### src/rtl/uart_irq_pkg.sv
`timescale 1ns/1ps
package uart_irq_pkg;
  // pending-source indices, lowest index ranks highest
  localparam int unsigned SRC_LSR = 0;
  localparam int unsigned SRC_RXD = 1;
  localparam int unsigned SRC_TMO = 2;
  localparam int unsigned SRC_THR = 3;
  localparam int unsigned SRC_MSR = 4;
  localparam int unsigned NSRC    = 5;

  localparam int unsigned IER_W = 4;
  localparam int unsigned BUS_W = 8;

  typedef enum logic [2:0] {
    ID_MSR = 3'b000,
    ID_THR = 3'b001,
    ID_RXD = 3'b010,
    ID_LSR = 3'b011,
    ID_TMO = 3'b110
  } irq_id_e;

  function automatic irq_id_e src_code(input int unsigned idx);
    case (idx)
      SRC_LSR: return ID_LSR;
      SRC_RXD: return ID_RXD;
      SRC_TMO: return ID_TMO;
      SRC_THR: return ID_THR;
      default: return ID_MSR;
    endcase
  endfunction
endpackage

### src/rtl/uart_irq_ier.sv
`timescale 1ns/1ps
module uart_irq_ier
  import uart_irq_pkg::*;
#(
  parameter int unsigned EN_W  = IER_W,
  parameter int unsigned DAT_W = BUS_W
) (
  input  logic             clk,
  input  logic             rst_n,
  input  logic             we,
  input  logic [DAT_W-1:0] wdata,
  output logic [EN_W-1:0]  en,
  output logic [DAT_W-1:0] rdata
);
  localparam int unsigned PAD_W = DAT_W - EN_W;

  logic [EN_W-1:0] en_q, en_d;

  always_comb begin
    en_d = en_q;
    if (we) en_d = wdata[EN_W-1:0];
  end

  always_ff @(posedge clk or negedge rst_n) begin
    if (!rst_n) en_q <= '0;
    else        en_q <= en_d;
  end

  assign en    = en_q;
  assign rdata = {{PAD_W{1'b0}}, en_q};
endmodule

### src/rtl/uart_irq_pend.sv
`timescale 1ns/1ps
module uart_irq_pend
  import uart_irq_pkg::*;
(
  input  logic            clk,
  input  logic            rst_n,
  input  logic            fifo_mode,
  input  logic            lsr_err_set,
  input  logic            lsr_rd,
  input  logic            rx_avail_set,
  input  logic            rx_trig,
  input  logic            rx_tmo_set,
  input  logic            rbr_rd,
  input  logic            thr_empty,
  input  logic            thr_wr,
  input  logic            thr_id_clr,
  input  logic            msr_change,
  input  logic            msr_rd,
  output logic [NSRC-1:0] pend
);
  logic lsr_q, lsr_d;
  logic rx_q, rx_d;
  logic tmo_q, tmo_d;
  logic thr_q, thr_d;
  logic lvl_q;
  logic msr_q, msr_d;
  logic thr_rise;

  always_comb begin
    thr_rise = thr_empty & ~lvl_q;
    lsr_d = lsr_err_set | (lsr_q & ~lsr_rd);
    rx_d  = ~fifo_mode & (rx_avail_set | (rx_q & ~rbr_rd));
    tmo_d = fifo_mode & (rx_tmo_set | (tmo_q & ~rbr_rd));
    thr_d = thr_rise | (thr_q & ~thr_wr & ~thr_id_clr);
    msr_d = msr_change | (msr_q & ~msr_rd);
  end

  always_ff @(posedge clk or negedge rst_n) begin
    if (!rst_n) begin
      lsr_q <= 1'b0;
      rx_q  <= 1'b0;
      tmo_q <= 1'b0;
      thr_q <= 1'b0;
      lvl_q <= 1'b1;
      msr_q <= 1'b0;
    end else begin
      lsr_q <= lsr_d;
      rx_q  <= rx_d;
      tmo_q <= tmo_d;
      thr_q <= thr_d;
      lvl_q <= thr_empty;
      msr_q <= msr_d;
    end
  end

  always_comb begin
    pend          = '0;
    pend[SRC_LSR] = lsr_q;
    pend[SRC_RXD] = fifo_mode ? rx_trig : rx_q;
    pend[SRC_TMO] = tmo_q;
    pend[SRC_THR] = thr_q;
    pend[SRC_MSR] = msr_q;
  end
endmodule

### src/rtl/uart_irq_prio.sv
`timescale 1ns/1ps
module uart_irq_prio
  import uart_irq_pkg::*;
(
  input  logic [NSRC-1:0] act,
  output logic [3:0]      id
);
  always_comb begin
    id = 4'b0001;
    for (int i = NSRC - 1; i >= 0; i--) begin
      if (act[i]) id = {src_code(i), 1'b0};
    end
  end
endmodule

### src/rtl/uart_irq_ident.sv
`timescale 1ns/1ps
module uart_irq_ident
  import uart_irq_pkg::*;
(
  input  logic       clk,
  input  logic       rst_n,
  input  logic       ier_we,
  input  logic [7:0] ier_wdata,
  output logic [7:0] ier_rdata,
  input  logic       fifo_mode,
  input  logic       lsr_err_set,
  input  logic       lsr_rd,
  input  logic       rx_avail_set,
  input  logic       rx_trig,
  input  logic       rx_tmo_set,
  input  logic       rbr_rd,
  input  logic       thr_empty,
  input  logic       thr_wr,
  input  logic       msr_change,
  input  logic       msr_rd,
  input  logic       iir_rd,
  output logic [7:0] iir_rdata,
  output logic       irq
);
  logic [IER_W-1:0] en;
  logic [NSRC-1:0]  pend, en_map, act;
  logic [3:0]       id;
  logic             thr_id_clr;

  uart_irq_ier #(.EN_W(IER_W), .DAT_W(BUS_W)) u_ier (
    .clk(clk), .rst_n(rst_n), .we(ier_we), .wdata(ier_wdata),
    .en(en), .rdata(ier_rdata)
  );

  uart_irq_pend u_pend (
    .clk(clk), .rst_n(rst_n), .fifo_mode(fifo_mode),
    .lsr_err_set(lsr_err_set), .lsr_rd(lsr_rd),
    .rx_avail_set(rx_avail_set), .rx_trig(rx_trig),
    .rx_tmo_set(rx_tmo_set), .rbr_rd(rbr_rd),
    .thr_empty(thr_empty), .thr_wr(thr_wr), .thr_id_clr(thr_id_clr),
    .msr_change(msr_change), .msr_rd(msr_rd), .pend(pend)
  );

  // enable bit per source: data/timeout share bit 0
  always_comb begin
    en_map          = '0;
    en_map[SRC_LSR] = en[2];
    en_map[SRC_RXD] = en[0];
    en_map[SRC_TMO] = en[0];
    en_map[SRC_THR] = en[1];
    en_map[SRC_MSR] = en[3];
  end

  assign act = pend & en_map;

  uart_irq_prio u_prio (.act(act), .id(id));

  // the value on the bus during the read strobe decides the clear
  assign thr_id_clr = iir_rd & (id == {ID_THR, 1'b0});
  assign iir_rdata  = {4'b0000, id};
  assign irq        = |act;
endmodule

### config.mk
export PLATFORM = sky130hd
export DESIGN_NAME = uart_irq_ident
export DESIGN_NICKNAME = d
export VERILOG_FILES = /design/src/rtl/uart_irq_pkg.sv /design/src/rtl/uart_irq_ier.sv /design/src/rtl/uart_irq_pend.sv /design/src/rtl/uart_irq_prio.sv /design/src/rtl/uart_irq_ident.sv
export SDC_FILE = /design/constraint.sdc
export NUM_CORES = 1
export LEC_CHECK = 0
export CAP_MARGIN = 10
export CORE_MARGIN = 2
export CORE_UTILIZATION = 37
export CTS_BUF_LIST = sky130_fd_sc_hd__clkbuf_8
export DETAILED_ROUTE_END_ITERATION = 7
export PLACE_DENSITY = 0.82
export SLEW_MARGIN = 40
export SYNTH_ARGS = -nofsm -noshare
export SYNTH_HDL_FRONTEND = slang
export SYNTH_HIERARCHICAL = 1
export SYNTH_SLANG_ARGS = --single-unit
### constraint.sdc
create_clock -name clk -period 2.4 [get_ports clk]
set_input_delay 0.48 -clock clk [delete_from_list [all_inputs] [get_ports clk]]
set_output_delay 0.48 -clock clk [all_outputs]
set_load 0.02 [all_outputs]
==> results of run 1 <==
## metal layers
layer / global-route usage / part of all wire / up-vias
met5: 0 / 0 / -
met4: 0.07059 / 0 / 0
met3: 0.03200 / 0.10 / 0
met2: 0.2114 / 0.53 / 27
met1: 0.1298 / 0.37 / 210
li1: - / - / 224
## cells by family after synthesis
logic type      share of synthesized area
simple gates                       0.1633
mux                               0.09676
other cells                       0.01210
compound gates                    0.09879
flops                              0.4053
buf+inv                            0.2238
## cell type report
| cell class | count | area, sq um | area share |
|---|---|---|---|
| timing repair buffer | 31 | 291.5 | 0.3286 |
| sequential | 10 | 251.5 | 0.2835 |
| clock inverter | 1 | 3.754 | 0.004231 |
| tap | 16 | 20.02 | 0.02257 |
| clock buffer | 3 | 41.29 | 0.04654 |
| inverter | 5 | 18.77 | 0.02116 |
| multi-input combinational | 34 | 260.3 | 0.2934 |
## synthesized netlist by cell type
cell type,n,area share
a21o_1,3,0.036
a21oi_1,1,0.0081
a22o_2,1,0.016
and2_1,3,0.030
and2_2,1,0.012
and2_4,1,0.014
and4b_1,1,0.016
buf_4,16,0.19
conb_1,2,0.012
dfrtp_1,9,0.36
dfstp_2,1,0.042
inv_1,5,0.030
mux2_2,4,0.073
mux2_4,1,0.024
nand2b_1,1,0.010
nor2_1,2,0.012
nor2b_1,1,0.010
nor3_2,1,0.016
nor3b_1,1,0.012
o21a_1,1,0.012
o32ai_2,1,0.026
or3_4,1,0.018
or4_1,1,0.012
## worst reg2reg max path, delay by kind of cell (launching register included)
family	cells	cell delay, ps
mux	1	280
flops	1	380
simple gates	4	930
compound gates	1	200
## stage by stage
stage / power, mW / hold WS, ps / setup TNS [ps] / setup WS, ps
after floorplan: 0.2990 / 184.4 / 0 / 165.5
after global placement: 0.3535 / 462.8 / -3061 / -692.2
after detailed placement: 0.3572 / 467.1 / -3213 / -732.3
after CTS: 0.5269 / 474.7 / 0 / 7.240
after global routing: 0.5528 / 500.6 / 0 / 19.13
final: 0.5217 / 482.6 / 0 / 74.25
## timing repair
action / CTS / global route
hold buffers: 0 / 0
pin swaps: 2 / 2
endpoints found under the hold margin: 0 / 0
setup endpoints to repair: 5 / 1
gates resized for setup: 27 / 1
## report_power, final
group          internal, mW  leakage [nW]  switching, mW
combinational        0.0882         0.280         0.0721
sequential            0.184         0.116         0.0102
clock                 0.111        0.0269         0.0564
## final timing paths
| path | slack (ps) | to |
|---|---|---|
| hold / removal | 480 | u_pend/msr_q |
| setup / recovery | 70 | iir_rdata[0] |
| max in group asynchronous | 1520 | u_pend/lvl_q |
| setup reg to reg | 530 | u_pend/thr_q |
| min in group asynchronous | 550 | u_pend/lsr_q |
| hold reg to reg | 480 | u_pend/msr_q |
## sequential cells by signal, summed over array words and instances, names as in the netlist
name and count:
u_pend/msr_q 1, u_pend/lsr_q 1, u_pend/rx_q 1, u_pend/tmo_q 1
u_pend/lvl_q 1, u_pend/thr_q 1, u_ier/en 4
==> flow_summary.json, run 1 <==
{
  "vias": 461,
  "fill_cells": 123,
  "die-area_sq_um": 2021,
  "grt_pass1_vias": 437,
  "cts_num_sinks": 10,
  "clk_pin_slew_ps": 40,
  "cts_tree": "yes",
  "status": "finished clean",
  "layout_common_cells": "clkdlybuf4s50_1 (20), dfrtp_1 (9), conb_1 (8), inv_1 (6)",
  "finalCritPeriodShare": 0.9691,
  "fin_cells": 100,
  "crit_cells": 6,
  "drt_iter0_drc": 3,
  "die_h_um": 44.96,
  "reg2reg_depth": 6,
  "synthToLayoutAreaGrowth_pct": 42.94,
  "cp_slowest_cell": "or3_4",
  "initial_core_util": 0.4026,
  "crit_start": "fifo_mode",
  "synth_area_sq_um": 620.6,
  "critPathTopFamily": "simple AND/OR/NAND/NOR gates",
  "utilization": 0.5755,
  "antenna_found_initial": 0,
  "dr.pass1.iters": 3,
  "ys_warn_count": 6,
  "syn_area_per_cell_sq_um": 10.52,
  "rsz0062_at_grt": "false",
  "port_buffers": 27,
  "critPathBufInv": 2,
  "crit_path_cell_trace": "clkdlybuf4s15_1 > mux2_4 > and2_4 > or3_4 > nor3_4 > buf_6",
  "post_cts_buffers": 0,
  "cts_inserted_buffers": 3,
  "hold_path.class": "reg -> reg",
  "ios": 40,
  "clk_latency_ps": 230,
  "drc": 0,
  "routed_wl_mm": 1.071,
  "cts_root_buf": "clkbuf_8",
  "synth_cell_types": 23,
  "vias_per_cell": 4.610,
  "row_count": 14,
  "ant_nets": 0,
  "path_class": "in -> out",
  "drv_cap": 0,
  "routedWlPerCell_um": 10.71,
  "layout_commonest_cell": "clkdlybuf4s50_1",
  "r2r_start": "u_pend/rx_q",
  "crit_path_max_fanout": 2,
  "gp_congestion": 0.7503,
  "period_minus_slack_ps": 2326,
  "min_from": "u_pend/msr_q",
  "netlist_instances": 59,
  "grt_pass1_wl_mm": 1.711,
  "grt_max_degree": 11,
  "p_leak_nw": 0.4238,
  "hold_path_depth": 1,
  "finalNetCount": 108,
  "ir_worst_vdd_v": 0.0003309,
  "die_x_um": 44.96,
  "maxSlewViolCount": 0,
  "grt.total_usage": 0.1210,
  "cp.required_ps": 1920,
  "setup_viol": 0,
  "slowest_delay_ps": 390,
  "ys_seq_area_frac": 0.4052,
  "gr-total-overflow": 0,
  "crit_arrival_ps": 1850,
  "setup.worst_path.start_class": "input pin",
  "p_per_area_nw_per_um2": 588.1,
  "fin_skew_ps": 3.832,
  "fin_area_sq_um": 887.1,
  "clk_path_buf_depth": 2,
  "core_sq_um": 1541,
  "place_inst": 96,
  "place_area_sq_um": 843.3,
  "htreeDepth": 1,
  "clock.fmax_ghz": 0.4300,
  "end_kind": "output port",
  "hold_violations": 0,
  "antennaDiodeCount": 0,
  "synth_seq_cells": 10,
  "drive_gt1_frac": 0.2738
}
Note: power is estimated with default switching activity, not from simulation.
==> run 2, diff against run 1 <==
--- a/config.mk
+++ b/config.mk
@@ -5,12 +5,13 @@
 export SDC_FILE = /design/constraint.sdc
 export NUM_CORES = 1
 export LEC_CHECK = 0
+export ABC_CLOCK_PERIOD_IN_PS = 2400
 export CAP_MARGIN = 10
 export CORE_MARGIN = 2
 export CORE_UTILIZATION = 37
 export CTS_BUF_LIST = sky130_fd_sc_hd__clkbuf_8
 export DETAILED_ROUTE_END_ITERATION = 7
-export PLACE_DENSITY = 0.82
+export PLACE_DENSITY_LB_ADDON = 0.15
 export SLEW_MARGIN = 40
 export SYNTH_ARGS = -nofsm -noshare
 export SYNTH_HDL_FRONTEND = slang
==> flow_summary.json, run 2 (synthesis gave the netlist of run 1 again) <==
{
  "status": "finished clean",
  "fin_cells": 102,
  "p_leak_nw": 0.4349,
  "grt_pass1_wl_mm": 1.794,
  "clk_path_buf_depth": 2,
  "maxSlewViolCount": 0,
  "finalSetupTns_ps": 0,
  "drive_gt1_frac": 0.3023,
  "place_inst": 97,
  "clock.fmax_ghz": 0.4268,
  "finalNetCount": 110,
  "rsz0062_at_grt": "false",
  "cts_tree": "yes",
  "ctsHoldBuffers": 0,
  "finalCritPeriodShare": 0.9762,
  "largest_reg_flops": 4,
  "fin_skew_ps": 4.983,
  "layout_commonest_cell": "clkdlybuf4s50_1",
  "gp_congestion": 0.6788,
  "clk_latency_ps": 230,
  "drt_iter0_drc": 1,
  "fill_cells": 140,
  "min_from": "u_pend/msr_q",
  "die_x_um": 44.96,
  "antennaDiodeCount": 0,
  "synthToLayoutAreaGrowth_pct": 45.77,
  "antenna_found_initial": 0,
  "hpwl_um": 887.5,
  "row_count": 14,
  "grt_pass1_vias": 422,
  "worst_r2r_endpoint": "u_pend/thr_q",
  "cts_root_buf": "clkbuf_8",
  "routedWlPerCell_um": 10.21,
  "ir_worst_vdd_v": 0.0004178,
  "utilization": 0.5869,
  "layout_common_cells": "clkdlybuf4s50_1 (20), dfrtp_1 (9), conb_1 (8), inv_1 (6), buf_4 (6)",
  "dr.pass1.iters": 2,
  "die-area_sq_um": 2021,
  "htreeDepth": 1,
  "cts_num_sinks": 10,
  "path_common_cell": "dlygate4sd2_1",
  "vias_per_cell": 4.324,
  "die_h_um": 44.96,
  "clk_pin_slew_ps": 40,
  "end_kind": "output port",
  "drc": 0,
  "core_sq_um": 1541,
  "critPathBufInv": 3,
  "setup_viol": 0,
  "path_class": "in -> out",
  "cts_inserted_buffers": 3,
  "cp.required_ps": 1920,
  "setup.worst_path.start_class": "input pin",
  "reg2reg_depth": 7,
  "hold_violations": 0,
  "cp_slowest_cell": "dlygate4sd2_1",
  "critPathTopFamily": "buffers and inverters",
  "grt_max_degree": 11,
  "crit_path_max_fanout": 2,
  "drv_cap": 0,
  "grt.total_usage": 0.1219,
  "vias": 441,
  "crit_cells": 7,
  "period_minus_slack_ps": 2343,
  "hold_path.class": "reg -> reg",
  "hold_end": "u_pend/msr_q",
  "routed_wl_mm": 1.041,
  "p_per_area_nw_per_um2": 577.9,
  "slowest_delay_ps": 330,
  "initial_core_util": 0.4026,
  "r2r_start": "u_pend/rx_q",
  "ant_nets": 0,
  "crit_arrival_ps": 1860,
  "port_buffers": 27,
  "gr-total-overflow": 0,
  "hold_path_depth": 1,
  "crit_path_cell_trace": "dlygate4sd2_1 > mux2_4 > and2_4 > buf_4 > nor2_1 > a21o_1 > dlygate4sd2_1",
  "ios": 40,
  "rrSetupSlack_ps": 470
}
run 2: timing repair:
| item | CTS | global route |
|---|---|---|
| buffers inserted | 1 | 0 |
| pin swaps | 2 | 1 |
| setup endpoints to repair | 5 | 2 |
| hold endpoints to repair | 0 | 0 |
| gates resized for setup | 23 | 1 |
run 2: per-stage QoR:
step | hold WS, ps | instance area, sq um | total power, mW | setup WS, ps
3_3_place_gp | 461.5 | 850.8 | 0.3561 | -697.9
3_5_place_dp | 474.1 | 850.8 | 0.3582 | -739.6
4_1_cts | 483.5 | 910.9 | 0.5345 | 4.679
5_1_grt | 517.3 | 904.6 | 0.5559 | 2.170
2_1_floorplan | 184.4 | 643.1 | 0.2990 | 165.5
6_report | 486.6 | 904.6 | 0.5228 | 57.05
run 2: how the worst max path moves through the flow:
stage,start,end,slack (ps)
after floorplan,fifo_mode,u_pend/thr_q,170
after global placement,fifo_mode,iir_rdata[0],-700
after detailed placement,fifo_mode,iir_rdata[0],-740
after CTS,fifo_mode,iir_rdata[0],5
after global routing,fifo_mode,iir_rdata[1],2
final,fifo_mode,iir_rdata[1],60
run 2: final cells by class:
| type | count | area [sq um] | share of cell area |
|---|---|---|---|
| timing repair buffer | 33 | 304.0 | 0.3361 |
| sequential | 10 | 251.5 | 0.2780 |
| multi-input combinational | 34 | 265.3 | 0.2932 |
| clock buffer | 3 | 41.29 | 0.04564 |
| tap | 16 | 20.02 | 0.02213 |
| inverter | 5 | 18.77 | 0.02075 |
| clock inverter | 1 | 3.754 | 0.004149 |
run 2: metal layers:
| metal | GRT usage | up-vias | share of wire |
|---|---|---|---|
| li1 | - | 224 | - |
| met1 | 0.1628 | 193 | 0.42 |
| met2 | 0.2000 | 24 | 0.50 |
| met3 | 0.02400 | 0 | 0.078 |
| met4 | 0.03529 | 0 | 0 |
| met5 | 0 | - | 0 |
run 2: worst reg2reg max path, delay by kind of cell (launching register included):
kind,cells,cell delay (ps)
and+or+nand+nor,4,870
buffers and inverters,1,130
DFF,1,370
muxes,1,270
AOI/OAI and AO/OA,1,190
run 2: report_power, final:
| part | switching (mW) | internal, mW |
|---|---|---|
| registers | 0.0101 | 0.184 |
| clock network | 0.0566 | 0.111 |
| logic | 0.0719 | 0.0894 |
| total | 0.139 | 0.384 |
==> run 3, diff against run 2 <==
--- a/config.mk
+++ b/config.mk
@@ -12,7 +12,7 @@
 export CTS_BUF_LIST = sky130_fd_sc_hd__clkbuf_8
 export DETAILED_ROUTE_END_ITERATION = 7
 export PLACE_DENSITY_LB_ADDON = 0.15
-export SLEW_MARGIN = 40
+export SLEW_MARGIN = 10
 export SYNTH_ARGS = -nofsm -noshare
 export SYNTH_HDL_FRONTEND = slang
 export SYNTH_HIERARCHICAL = 1
==> results of run 3 <==
Final layout, timing and power as in run 2 (identical DEF).
